==> src/rtl/spi_cmd_pkg.sv <==
package spi_cmd_pkg;
    localparam logic [7:0] OP_WRITE = 8'h02;
    localparam logic [7:0] OP_READ  = 8'h03;
    localparam int         OP_W     = 8;
    localparam int         ADDR_W   = 8;
    localparam int         HDR_W    = OP_W + ADDR_W;
endpackage

==> src/rtl/spi_in_sync.sv <==
module spi_in_sync #(
    parameter int               WIDTH   = 3,
    parameter int               STAGES  = 2,
    parameter logic [WIDTH-1:0] RST_VAL = '0
) (
    input  logic             clk,
    input  logic             rst_n,
    input  logic [WIDTH-1:0] din,
    output logic [WIDTH-1:0] dout
);
    for (genvar i = 0; i < WIDTH; i++) begin : g_bit
        logic [STAGES-1:0] chain_q;
        always_ff @(posedge clk or negedge rst_n) begin
            if (!rst_n) chain_q <= {STAGES{RST_VAL[i]}};
            else        chain_q <= {chain_q[STAGES-2:0], din[i]};
        end
        assign dout[i] = chain_q[STAGES-1];
    end
endmodule

==> src/rtl/spi_busy_timer.sv <==
module spi_busy_timer #(
    parameter int CNT_W = 16
) (
    input  logic             clk,
    input  logic             rst_n,
    input  logic             start,
    input  logic [CNT_W-1:0] len,
    output logic             busy
);
    logic [CNT_W-1:0] cnt_d, cnt_q;

    always_comb begin
        cnt_d = cnt_q;
        if (start)              cnt_d = (len == '0) ? CNT_W'(1) : len;
        else if (cnt_q != '0)   cnt_d = cnt_q - CNT_W'(1);
    end

    always_ff @(posedge clk or negedge rst_n) begin
        if (!rst_n) cnt_q <= '0;
        else        cnt_q <= cnt_d;
    end

    assign busy = (cnt_q != '0);
endmodule

==> src/rtl/spi_cmd_slave.sv <==
module spi_cmd_slave
    import spi_cmd_pkg::*;
#(
    parameter int REG_AW = 4,
    parameter int DATA_W = 16,
    parameter int CNT_W  = 16
) (
    input  logic              clk,
    input  logic              rst_n,
    input  logic              sck,
    input  logic              cs_n,
    input  logic              si,
    output logic              so,
    output logic              so_oe,
    output logic              reg_wr_en,
    output logic              reg_rd_en,
    output logic [REG_AW-1:0] reg_addr,
    output logic [DATA_W-1:0] reg_wdata,
    input  logic [DATA_W-1:0] reg_rdata,
    input  logic [CNT_W-1:0]  exec_len,
    output logic              dreq,
    output logic [REG_AW:0]   acc_status
);
    localparam int FRAME_W = HDR_W + DATA_W;
    localparam int CNT_BW  = $clog2(FRAME_W + 1);
    localparam logic [CNT_BW-1:0] LAST_HDR = CNT_BW'(HDR_W - 1);
    localparam logic [CNT_BW-1:0] HDR_DONE = CNT_BW'(HDR_W);
    localparam logic [CNT_BW-1:0] LAST_BIT = CNT_BW'(FRAME_W - 1);
    localparam logic [CNT_BW-1:0] FULL     = CNT_BW'(FRAME_W);

    typedef struct packed {
        logic [CNT_BW-1:0]  cnt;
        logic [FRAME_W-2:0] in_sh;
        logic [DATA_W-1:0]  out_sh;
        logic               rd_act;
        logic               so;
        logic               so_oe;
        logic [REG_AW:0]    stat;
        logic               sck_q;
    } state_t;

    state_t s_d, s_q;
    logic   cs_s, sck_s, si_s;
    logic   busy, start;

    spi_in_sync #(.WIDTH(3), .STAGES(2), .RST_VAL(3'b100)) u_sync (
        .clk  (clk),
        .rst_n(rst_n),
        .din  ({cs_n, sck, si}),
        .dout ({cs_s, sck_s, si_s})
    );

    spi_busy_timer #(.CNT_W(CNT_W)) u_busy (
        .clk  (clk),
        .rst_n(rst_n),
        .start(start),
        .len  (exec_len),
        .busy (busy)
    );

    always_comb begin
        logic               rise, fall;
        logic [FRAME_W-1:0] nxt;
        logic [7:0]         hdr_op, hdr_adr, cmd_op, cmd_adr;
        s_d       = s_q;
        reg_wr_en = 1'b0;
        reg_rd_en = 1'b0;
        reg_addr  = '0;
        reg_wdata = '0;
        start     = 1'b0;
        rise      = sck_s & ~s_q.sck_q;
        fall      = ~sck_s & s_q.sck_q;
        s_d.sck_q = sck_s;
        nxt       = {s_q.in_sh, si_s};
        hdr_op    = nxt[HDR_W-1 -: OP_W];
        hdr_adr   = nxt[ADDR_W-1:0];
        cmd_op    = nxt[FRAME_W-1 -: OP_W];
        cmd_adr   = nxt[DATA_W+ADDR_W-1 -: ADDR_W];

        if (cs_s) begin
            s_d.cnt    = '0;
            s_d.rd_act = 1'b0;
            s_d.so_oe  = 1'b0;
        end else begin
            if (rise && s_q.cnt < FULL) begin
                s_d.in_sh = nxt[FRAME_W-2:0];
                s_d.cnt   = s_q.cnt + CNT_BW'(1);
                if (s_q.cnt == LAST_HDR && hdr_op == OP_READ && !busy
                    && (hdr_adr >> REG_AW) == 8'd0) begin
                    reg_rd_en  = 1'b1;
                    reg_addr   = hdr_adr[REG_AW-1:0];
                    s_d.out_sh = reg_rdata;
                    s_d.rd_act = 1'b1;
                end
                if (s_q.cnt == LAST_BIT && !busy && (cmd_adr >> REG_AW) == 8'd0) begin
                    if (cmd_op == OP_WRITE) begin
                        reg_wr_en = 1'b1;
                        reg_addr  = cmd_adr[REG_AW-1:0];
                        reg_wdata = nxt[DATA_W-1:0];
                    end
                    if (cmd_op == OP_WRITE || (cmd_op == OP_READ && s_q.rd_act)) begin
                        start    = 1'b1;
                        s_d.stat = {cmd_op == OP_WRITE, cmd_adr[REG_AW-1:0]};
                    end
                end
            end
            if (fall && s_q.rd_act && s_q.cnt >= HDR_DONE && s_q.cnt < FULL) begin
                s_d.so     = s_q.out_sh[DATA_W-1];
                s_d.out_sh = {s_q.out_sh[DATA_W-2:0], 1'b0};
                s_d.so_oe  = 1'b1;
            end
        end
    end

    always_ff @(posedge clk or negedge rst_n) begin
        if (!rst_n) s_q <= '{sck_q: 1'b0, default: '0};
        else        s_q <= s_d;
    end

    assign so         = s_q.so;
    assign so_oe      = s_q.so_oe;
    assign dreq       = ~busy;
    assign acc_status = s_q.stat;
endmodule

==> config.mk <==
export PLATFORM = sky130hd
export DESIGN_NAME = spi_cmd_slave
export DESIGN_NICKNAME = d
export VERILOG_FILES = /design/src/rtl/spi_cmd_pkg.sv /design/src/rtl/spi_in_sync.sv /design/src/rtl/spi_busy_timer.sv /design/src/rtl/spi_cmd_slave.sv
export SDC_FILE = /design/constraint.sdc
export NUM_CORES = 1
export LEC_CHECK = 0
export ABC_CLOCK_PERIOD_IN_PS = 6400
export BUFFER_PORTS_ARGS = -buffer_cell sky130_fd_sc_hd__buf_2
export CORE_UTILIZATION = 55
export DETAILED_ROUTE_END_ITERATION = 8
export GPL_TIMING_DRIVEN = 0
export PLACE_DENSITY = 0.89
export SYNTH_ARGS = -nofsm -noshare
export SYNTH_HDL_FRONTEND = slang
export SYNTH_SLANG_ARGS = --single-unit
export TNS_END_PERCENT = 1
==> constraint.sdc <==
create_clock -name clk -period 6.4 [get_ports clk]
set_input_delay 0.64 -clock clk [delete_from_list [all_inputs] [get_ports clk]]
set_output_delay 0.64 -clock clk [all_outputs]
set_load 0.1 [all_outputs]
Word-level counts from Yosys, hierarchy flattened
Cells that the tools add are included. W data, S select, Z words.

$add $sub $neg: 2. Multipliers: 0. Divide/modulo/power cells: 0. Order comparisons: 2. Eq/ne operators: 5. Shift-type cells: 0. Muxes and demuxes: 30. Bitwise gates (word level): 6. Reduce and logical (&&, ||, !) cells: 27.

Operator list (count): $mux W16 (8); $mux W54 (1); $eq A8 B2 Y1 const B (3); $mux W4 (5); $mux W17 (1); $logic_not A16 Y1 (1); $logic_not A8 Y1 (2); $reduce_bool A16 Y1 (1); $sub A16 B1 Y16 const B (1); $mux W1 (14); $reduce_bool A2 Y1 (6); $logic_and A1 B1 Y1 (10); $add A6 B1 Y6 const B (1); $eq A6 B4 Y1 const B (1); $eq A6 B5 Y1 const B (1); $ge A6 B5 Y1 const B (1); $lt A6 B6 Y1 const B (1); $mux W6 (1); $reduce_and A2 Y1 (3); $not A1 Y1 (4); $reduce_and A4 Y1 (1); $reduce_and A3 Y1 (1); $and A1 B1 Y1 (2); $logic_not A1 Y1 (1); $logic_or A1 B1 Y1 (1).

Bits in registers: 84. Bits in latches: 0. Bits in writable memories: 0. Bits in read-only memories: 0. Bits of input ports: 37. Logic and storage cells: 84. Memories kept: 0.

Logic depth before layout (Yosys ltp)
Gate-level depths: netlist of run 1.

Depth in word-level cells: 9. Depth in mapped cells: 11. Gate-level depth less buffers: 9.

Hierarchy
A second synthesis of run 1 with hierarchy kept.

Cell total of the unflattened synthesis: 355. Area total of the unflattened synthesis: 4184.0 um^2.

Modules (own cells, without submodules): spi_cmd_slave (instances 1, cells each 237, area an instance 2999.1 um^2, seq. area each 1551.5 um^2); spi_busy_timer (instances 1, cells each 109, area an instance 1009.7 um^2, seq. area each 400.4 um^2); spi_in_sync (instances 1, cells each 9, area an instance 175.2 um^2, seq. area each 152.6 um^2).

Worst setup path after synthesis of run 1
Ideal clock, no wire load.

Path type: reg-to-output. From: register s_q[44] (netlist name). To: output port reg_addr[0]. Arrival time: 3.112 ns. Setup slack: 2.648 ns. Stages on the path, launching flop included: 7. Path through: dfrtp_1 > or4_1 > or3_1 > nor3_1 > clkbuf_1 > a22oi_1 > nor2_1.

Word-level cells in the longest chain between the ends: 5.

Ends and longest elaborated chain: start: declaration (line spi_cmd_slave.sv:42) `state_t s_d, s_q;`; start signal: assignment (line spi_cmd_slave.sv:116) `if (!rst_n) s_q <= '{sck_q: 1'b0, default: '0};`; start signal: assignment (line spi_cmd_slave.sv:117) `else s_q <= s_d;`; $logic_not A8 Y1 (line spi_cmd_slave.sv:95) `if (s_q.cnt == LAST_BIT && !busy && (cmd_adr >> REG_AW) == 8'd0) begin`; $logic_and A1 B1 Y1 (line spi_cmd_slave.sv:95); $mux W4 (line spi_cmd_slave.sv:95); $mux W4 (line spi_cmd_slave.sv:85) `if (rise && s_q.cnt < FULL) begin`; $mux W4 (line spi_cmd_slave.sv:80) `if (cs_s) begin`; end: declaration (line spi_cmd_slave.sv:17) `output logic [REG_AW-1:0] reg_addr,`.

No other way between the ends.

Worst setup path in the final report of run 1
From: register u_busy.cnt_q[7]. To: output port reg_wdata[12].

Word-level cells in the longest chain between the ends: 7.

Ends and longest elaborated chain: start: declaration (line spi_busy_timer.sv:10) `logic [CNT_W-1:0] cnt_d, cnt_q;`; start signal: assignment (line spi_busy_timer.sv:20) `else cnt_q <= cnt_d;`; $reduce_bool A16 Y1 (line spi_busy_timer.sv:23) `assign busy = (cnt_q != '0);`; $logic_not A1 Y1 (line spi_cmd_slave.sv:95); $logic_and A1 B1 Y1 (2 in a row) (line spi_cmd_slave.sv:95); $mux W16 (line spi_cmd_slave.sv:95); $mux W16 (line spi_cmd_slave.sv:85); $mux W16 (line spi_cmd_slave.sv:80); end: declaration (line spi_cmd_slave.sv:18) `output logic [DATA_W-1:0] reg_wdata,`.

No other way between the ends.

==> impl_metrics.ini, run 1 <==
[status]
status = completed

[clock_tree]
htree_levels = 3
hold_buffers = 0
cts_resized = 0
clock-root-buffer = clkbuf_8
postCtsSetupBuffers = 0
clk_latency_ns = 0.36
cts_sinks = 84
path_clk_slew_ns = 0.09
cts_inserted_buffers = 9
cts_max_path_buffers = 2
cts_tree = yes

[sta]
period_share = 0.596
finalSetupTns_ns = 0
holdWs_ns = 0.273
tightest_slew_ns = 0.800
slew_viol_final = 0
finalSetupViolations = 0
rsz0062_at_grt = no
min_period_ns = 3.82
relSlewSlack = 0.462
max_freq_mhz = 262
hold_violations = 0
finalClockSkew_ns = 0.0156

[setup_path]
critPathMaxFanout = 10
r2r_slack_ns = 3.84
path_cells = or4_4, or2_1, or2_1, buf_6, clkinv_4, buf_2, buf_2, and3_1, buf_2
crit_start = u_busy.cnt_q[7]
cp.required_ns = 5.76
start_kind = flip-flop
worstPathBufferInverterCount = 5
slowest_stage = or4_4
r2r_start = s_q[61]
path_delay_family = simple AND/OR/NAND/NOR gates
cp.depth = 9
reg2reg_depth = 5
max_stage_delay_ns = 0.57
r2r_end = s_q[20]
path_class = reg -> out
arrival_ns = 3.18
crit_top_cell = buf_2
end_kind = output pin

[flow_run]
max-cap-violations = 0

[placed_design]
post-place-cells = 511
io_buffer_count = 66
postPlaceCellArea_mm2 = 0.00448
finalWeightedCongestion = 0.863
dp_hpwl_um = 6110

[logic_synthesis]
async_reset_ff_frac = 1.00
synth_edf_count = 0
synth_flop_cell = dfrtp_1
syn-cell-area_mm2 = 0.00401
syn_avg_cell_area_um2 = 11.5
synth_top_area_cell = dfrtp_1
ys_warn_count = 0
synth_commonest_cells = dfrtp_1 (82), nand2_1 (32), mux2_2 (30), nor2_1 (19), and3_1 (16)
syn_inst = 348
ys_top_cells_by_area = dfrtp_1 (51%), mux2_2 (8.4%), mux2_4 (3.7%), a22o_1 (3.3%), nand2_1 (3.0%)
ys_seq_elements = 84
yosysSeqAreaShare = 0.525
synth.most_common_cell = dfrtp_1
synth_nets = 388
synth.distinct_cells = 50
yosys.area.top_type_share = 0.512

[pwr]
power.density_mw_per_mm2 = 218
leakage_nw = 2.34
ir_worst_vdd_mv = 0.160

[detailed_routing]
wl_per_cell_um = 15.9
wirelength_um = 8390
ant_nets = 0
first_iter_violations = 217
post-route-drc-count = 0
num_vias = 2974
drt-pass1-iter-count = 4
avgViaCountPerCell = 5.64

[grt]
grt_max_degree = 45
gr-total-overflow = 0
grt_pass1_wl_um = 14000
antenna_found_initial = 0
grt_pass1_vias = 3030
track_usage = 0.239

[floorplan]
io_pins = 67
start_util = 0.580
die-area_mm2 = 0.00763
die_w_um = 87.3
row_count = 30
coreArea_mm2 = 0.00691
die_y_um = 87.3

[layout]
diodes = 0
drive_gt1_frac = 0.336
fin_area_mm2 = 0.00468
fill_cells = 517
area_delta_synth_final_pct = 16.8
num-nets-final = 466
fin_cells = 527

[worst_hold_path]
hold_path_class = in -> async
flip-flops by register name, summed over array words and instances, names as in the netlist:
signal,flops
u_sync.g_bit.chain_q,6
u_busy.cnt_q,16
acc_status,5
so,1
so_oe,1
s_q,55
power breakdown:
group / internal, W / switching [W]
clock: 0.000192 / 0.000193
sequential: 0.000550 / 0.0000182
combinational: 0.0000321 / 0.0000335
per-stage QoR:
stage / util / setup WS (ns) / power (W)
after floorplan: - / 2.65 / 0.000607
after global placement: 0.645 / 3.03 / 0.000639
after detailed placement: 0.649 / 2.99 / 0.000645
after CTS: 0.678 / 2.59 / 0.00102
after global routing: 0.678 / 2.44 / 0.00106
final: 0.678 / 2.58 / 0.00102
placed cells by master, fill, tap and decap left out, types with 3 or more instances in the layout:
cell / Yosys / final
nand2b_1: 3 / 3
clkbuf_8: 0 / 10
buf_2: 5 / 70
a22o_1: 15 / 15
and3_1: 16 / 16
a22oi_1: 5 / 5
buf_4: 5 / 6
o21ai_0: 7 / 7
clkbuf_1: 10 / 11
mux2_1: 4 / 4
xnor2_1: 7 / 7
nor3_1: 11 / 11
a31oi_1: 3 / 3
nand3_1: 15 / 15
inv_1: 6 / 6
nand2_1: 32 / 32
mux2_4: 10 / 10
mux2i_1: 7 / 7
ha_1: 3 / 3
or3_1: 3 / 3
nor4_1: 6 / 6
mux2_2: 30 / 30
dfrtp_1: 82 / 82
nor2_1: 19 / 19
or4_1: 5 / 5
a21oi_1: 6 / 6
layer usage:
| metal | GRT usage | share of wire | vias up |
|---|---|---|---|
| li1 | - | - | 1410 |
| met1 | 0.311 | 0.45 | 1452 |
| met2 | 0.400 | 0.49 | 100 |
| met3 | 0.0445 | 0.054 | 12 |
| met4 | 0.0894 | 0.011 | 0 |
| met5 | 0 | 0 | - |
worst max-delay path by stage:
stage,to,slack (ns)
2_1_floorplan,reg_addr[0],2.65
3_3_place_gp,reg_wdata[11],3.03
3_5_place_dp,reg_wdata[12],2.99
4_1_cts,reg_wdata[12],2.59
5_1_grt,reg_wdata[12],2.44
6_report,reg_wdata[12],2.58
cells by family (layout without fill, tap and decap cells):
family | Yosys count | in the layout | synth area share
AND/OR/NAND/NOR | 129 | 129 | 0.176
flip-flops | 84 | 84 | 0.525
multiplexers | 51 | 51 | 0.151
AO/OA/AOI/OAI | 43 | 43 | 0.0803
buffers and inverters | 29 | 112 | 0.0384
XOR/XNOR | 9 | 9 | 0.0197
adder cells (fa/ha/maj) | 3 | 3 | 0.00937
area by class of cell:
type,count,area (um2),area share
flip-flops and latches,84,2100,0.450
multi-input cells,235,1750,0.374
repair buffers,67,353,0.0754
clock buffers,11,141,0.0302
plain buffers,22,123,0.0262
well taps,96,120,0.0257
clock inverters,5,58.8,0.0126
inverters,7,31.3,0.00668
No activity file was read; power rests on OpenSTA's default activity.
==> run 2: changes to the inputs <==
ABC_CLOCK_PERIOD_IN_PS = 3400   (was 6400)
CORE_UTILIZATION = 51   (was 55)
PLACE_DENSITY = 0.87   (was 0.89)
clock period = 3.4 ns   (was 6.4 ns; I/O delays follow)
==> run 2 against run 1 <==
Against the previous run: sequential cell count did not move; final cell count rose by 0.76%; sequential share of layout area fell by 0.98 points; cell area rose by 2.2%; non-clock buffer count rose by 1; via count did not move; highest routed layer unchanged.
==> impl_metrics.ini, run 2 (same netlist as run 1, synthesis figures left out) <==
[status]
status = completed

[detailed_routing]
ant_nets = 0
post-route-drc-count = 0
num_vias = 2974
wirelength_um = 8660
avgViaCountPerCell = 5.60
first_iter_violations = 167
wl_per_cell_um = 16.3
drt-pass1-iter-count = 5

[setup_path]
end_kind = output pin
worstPathBufferInverterCount = 4
cp.required_ns = 3.06
crit_top_cell = or2_1
slowest_stage = or4_4
max_stage_delay_ns = 0.56
critPathMaxFanout = 10
path_cells = or4_4, or2_1, or2_1, buf_6, clkinv_4, clkbuf_1, and3_1, buf_4
start_kind = flip-flop
path_class = reg -> out
path_delay_family = simple AND/OR/NAND/NOR gates
arrival_ns = 3.00

[layout]
layout_common_cells = dfrtp_1 (82), buf_2 (50), nand2_1 (32)
final_common_cell = dfrtp_1
fin_area_mm2 = 0.00478
seq_area_mm2 = 0.00210
drive_gt1_frac = 0.340
area_delta_synth_final_pct = 19.4
top_register = s_q
fill_cells = 582
multi_input_area_mm2 = 0.00176
num-nets-final = 467
diodes = 0
top_regs = s_q (55), u_busy.cnt_q (16), u_sync.g_bit.chain_q (6)
largest_reg_flops = 55

[grt]
grt_pass1_vias = 2907
track_usage = 0.215
antenna_found_initial = 0
gr-total-overflow = 0
grt_max_degree = 55
grt_pass1_wl_um = 13900

[placed_design]
dp_hpwl_um = 6050
postPlaceCellArea_mm2 = 0.00449
io_buffer_count = 66
finalWeightedCongestion = 0.842

[sta]
finalSetupTns_ns = 0
relSlewSlack = 0.463
max_freq_mhz = 299
tightest_slew_ns = 0.800
holdWs_ns = 0.0828
finalClockSkew_ns = 0.0116
period_share = 0.983
min_period_ns = 3.34
slew_viol_final = 0
hold_violations = 0
rsz0062_at_grt = yes
finalSetupViolations = 0

[floorplan]
io_pins = 67
coreArea_mm2 = 0.00741
row_count = 31
die-area_mm2 = 0.00821
die_y_um = 90.6
start_util = 0.541
die_w_um = 90.6

[pwr]
combPwrFrac = 0.070
ir_worst_vdd_mv = 0.248
swShare = 0.243
p_int_w = 0.00146
switching_power_w = 0.000470
leakage_nw = 2.35
power.density_mw_per_mm2 = 404
p_clk_frac = 0.375
p_total_w = 0.00193
seqPwrFrac = 0.555

[clock_tree]
clk_latency_ns = 0.35
path_clk_slew_ns = 0.08
cts_tree = yes
htree_levels = 3
cts_sinks = 84
clock-root-buffer = clkbuf_8
cts_max_path_buffers = 2
cts_inserted_buffers = 9

[flow_run]
max-cap-violations = 0

[worst_hold_path]
hold_path_class = in -> reg
run 2: cell count changes in the layout (fill, tap and decap cells not counted), moves of 4 or more:
cell / previous run / this run
buf_4: 6 / 17
buf_2: 70 / 50
buf_6: 2 / 6
clkbuf_4: 0 / 5
run 2: final timing paths:
check	from	end	slack, ns	cells past startpoint
max	u_busy.cnt_q[7]	reg_wdata[6]	0.06	8
min	cs_n	u_sync.g_bit[2].chain_q[0]	0.08	1
max reg2reg	u_sync.g_bit[2].chain_q[1]	s_q[21]	0.80	7
min reg2reg	u_sync.g_bit[0].chain_q[0]	u_sync.g_bit[0].chain_q[1]	0.35	0
max in group asynchronous	rst_n	u_sync.g_bit[2].chain_q[0]	2.29	3
min in group asynchronous	rst_n	s_q[18]	0.46	2
run 2: final cells by class:
| type | count | share of cell area |
|---|---|---|
| plain buffers | 22 | 0.0262 |
| inverters | 7 | 0.00654 |
| flip-flops and latches | 84 | 0.440 |
| clock inverters | 5 | 0.0126 |
| multi-input cells | 235 | 0.369 |
| well taps | 99 | 0.0259 |
| clock buffers | 11 | 0.0296 |
| repair buffers | 68 | 0.0905 |
run 2: what timing repair did:
item                                    CTS  global route
endpoints found under the setup margin   14            18
hold buffers                              1             0
setup buffers                             0             0
resized for setup                        14            13
hold endpoints to repair                 30             0
run 2: routing by layer:
| metal | vias to the layer above | wire [um] | track usage |
|---|---|---|---|
| met1 | 1477 | 3770 | 0.280 |
| met3 | 8 | 402 | 0.0539 |
| li1 | 1409 | - | - |
| met4 | 0 | 105 | 0.0457 |
| met5 | - | 0 | 0 |
| met2 | 80 | 4370 | 0.364 |
run 2: power groups by stage:
stage / sequential [W] / combinational [W] / clock [W]
2_1_floorplan: 0.00108 / 0.0000654 / 0
3_3_place_gp: 0.00109 / 0.000115 / 0
3_5_place_dp: 0.00109 / 0.000124 / 0
4_1_cts: 0.00107 / 0.000127 / 0.000732
5_1_grt: 0.00108 / 0.000148 / 0.000770
6_report: 0.00107 / 0.000135 / 0.000724
run 2: through the flow:
step / cells / setup slack, ns / util
global placement: 513 / 0.298 / 0.602
detailed placement: 514 / 0.296 / 0.606
floorplan: 348 / -0.0517 / -
CTS: 531 / 0.00461 / 0.640
finish: 531 / 0.0583 / 0.646
global route: 531 / -0.0517 / 0.646
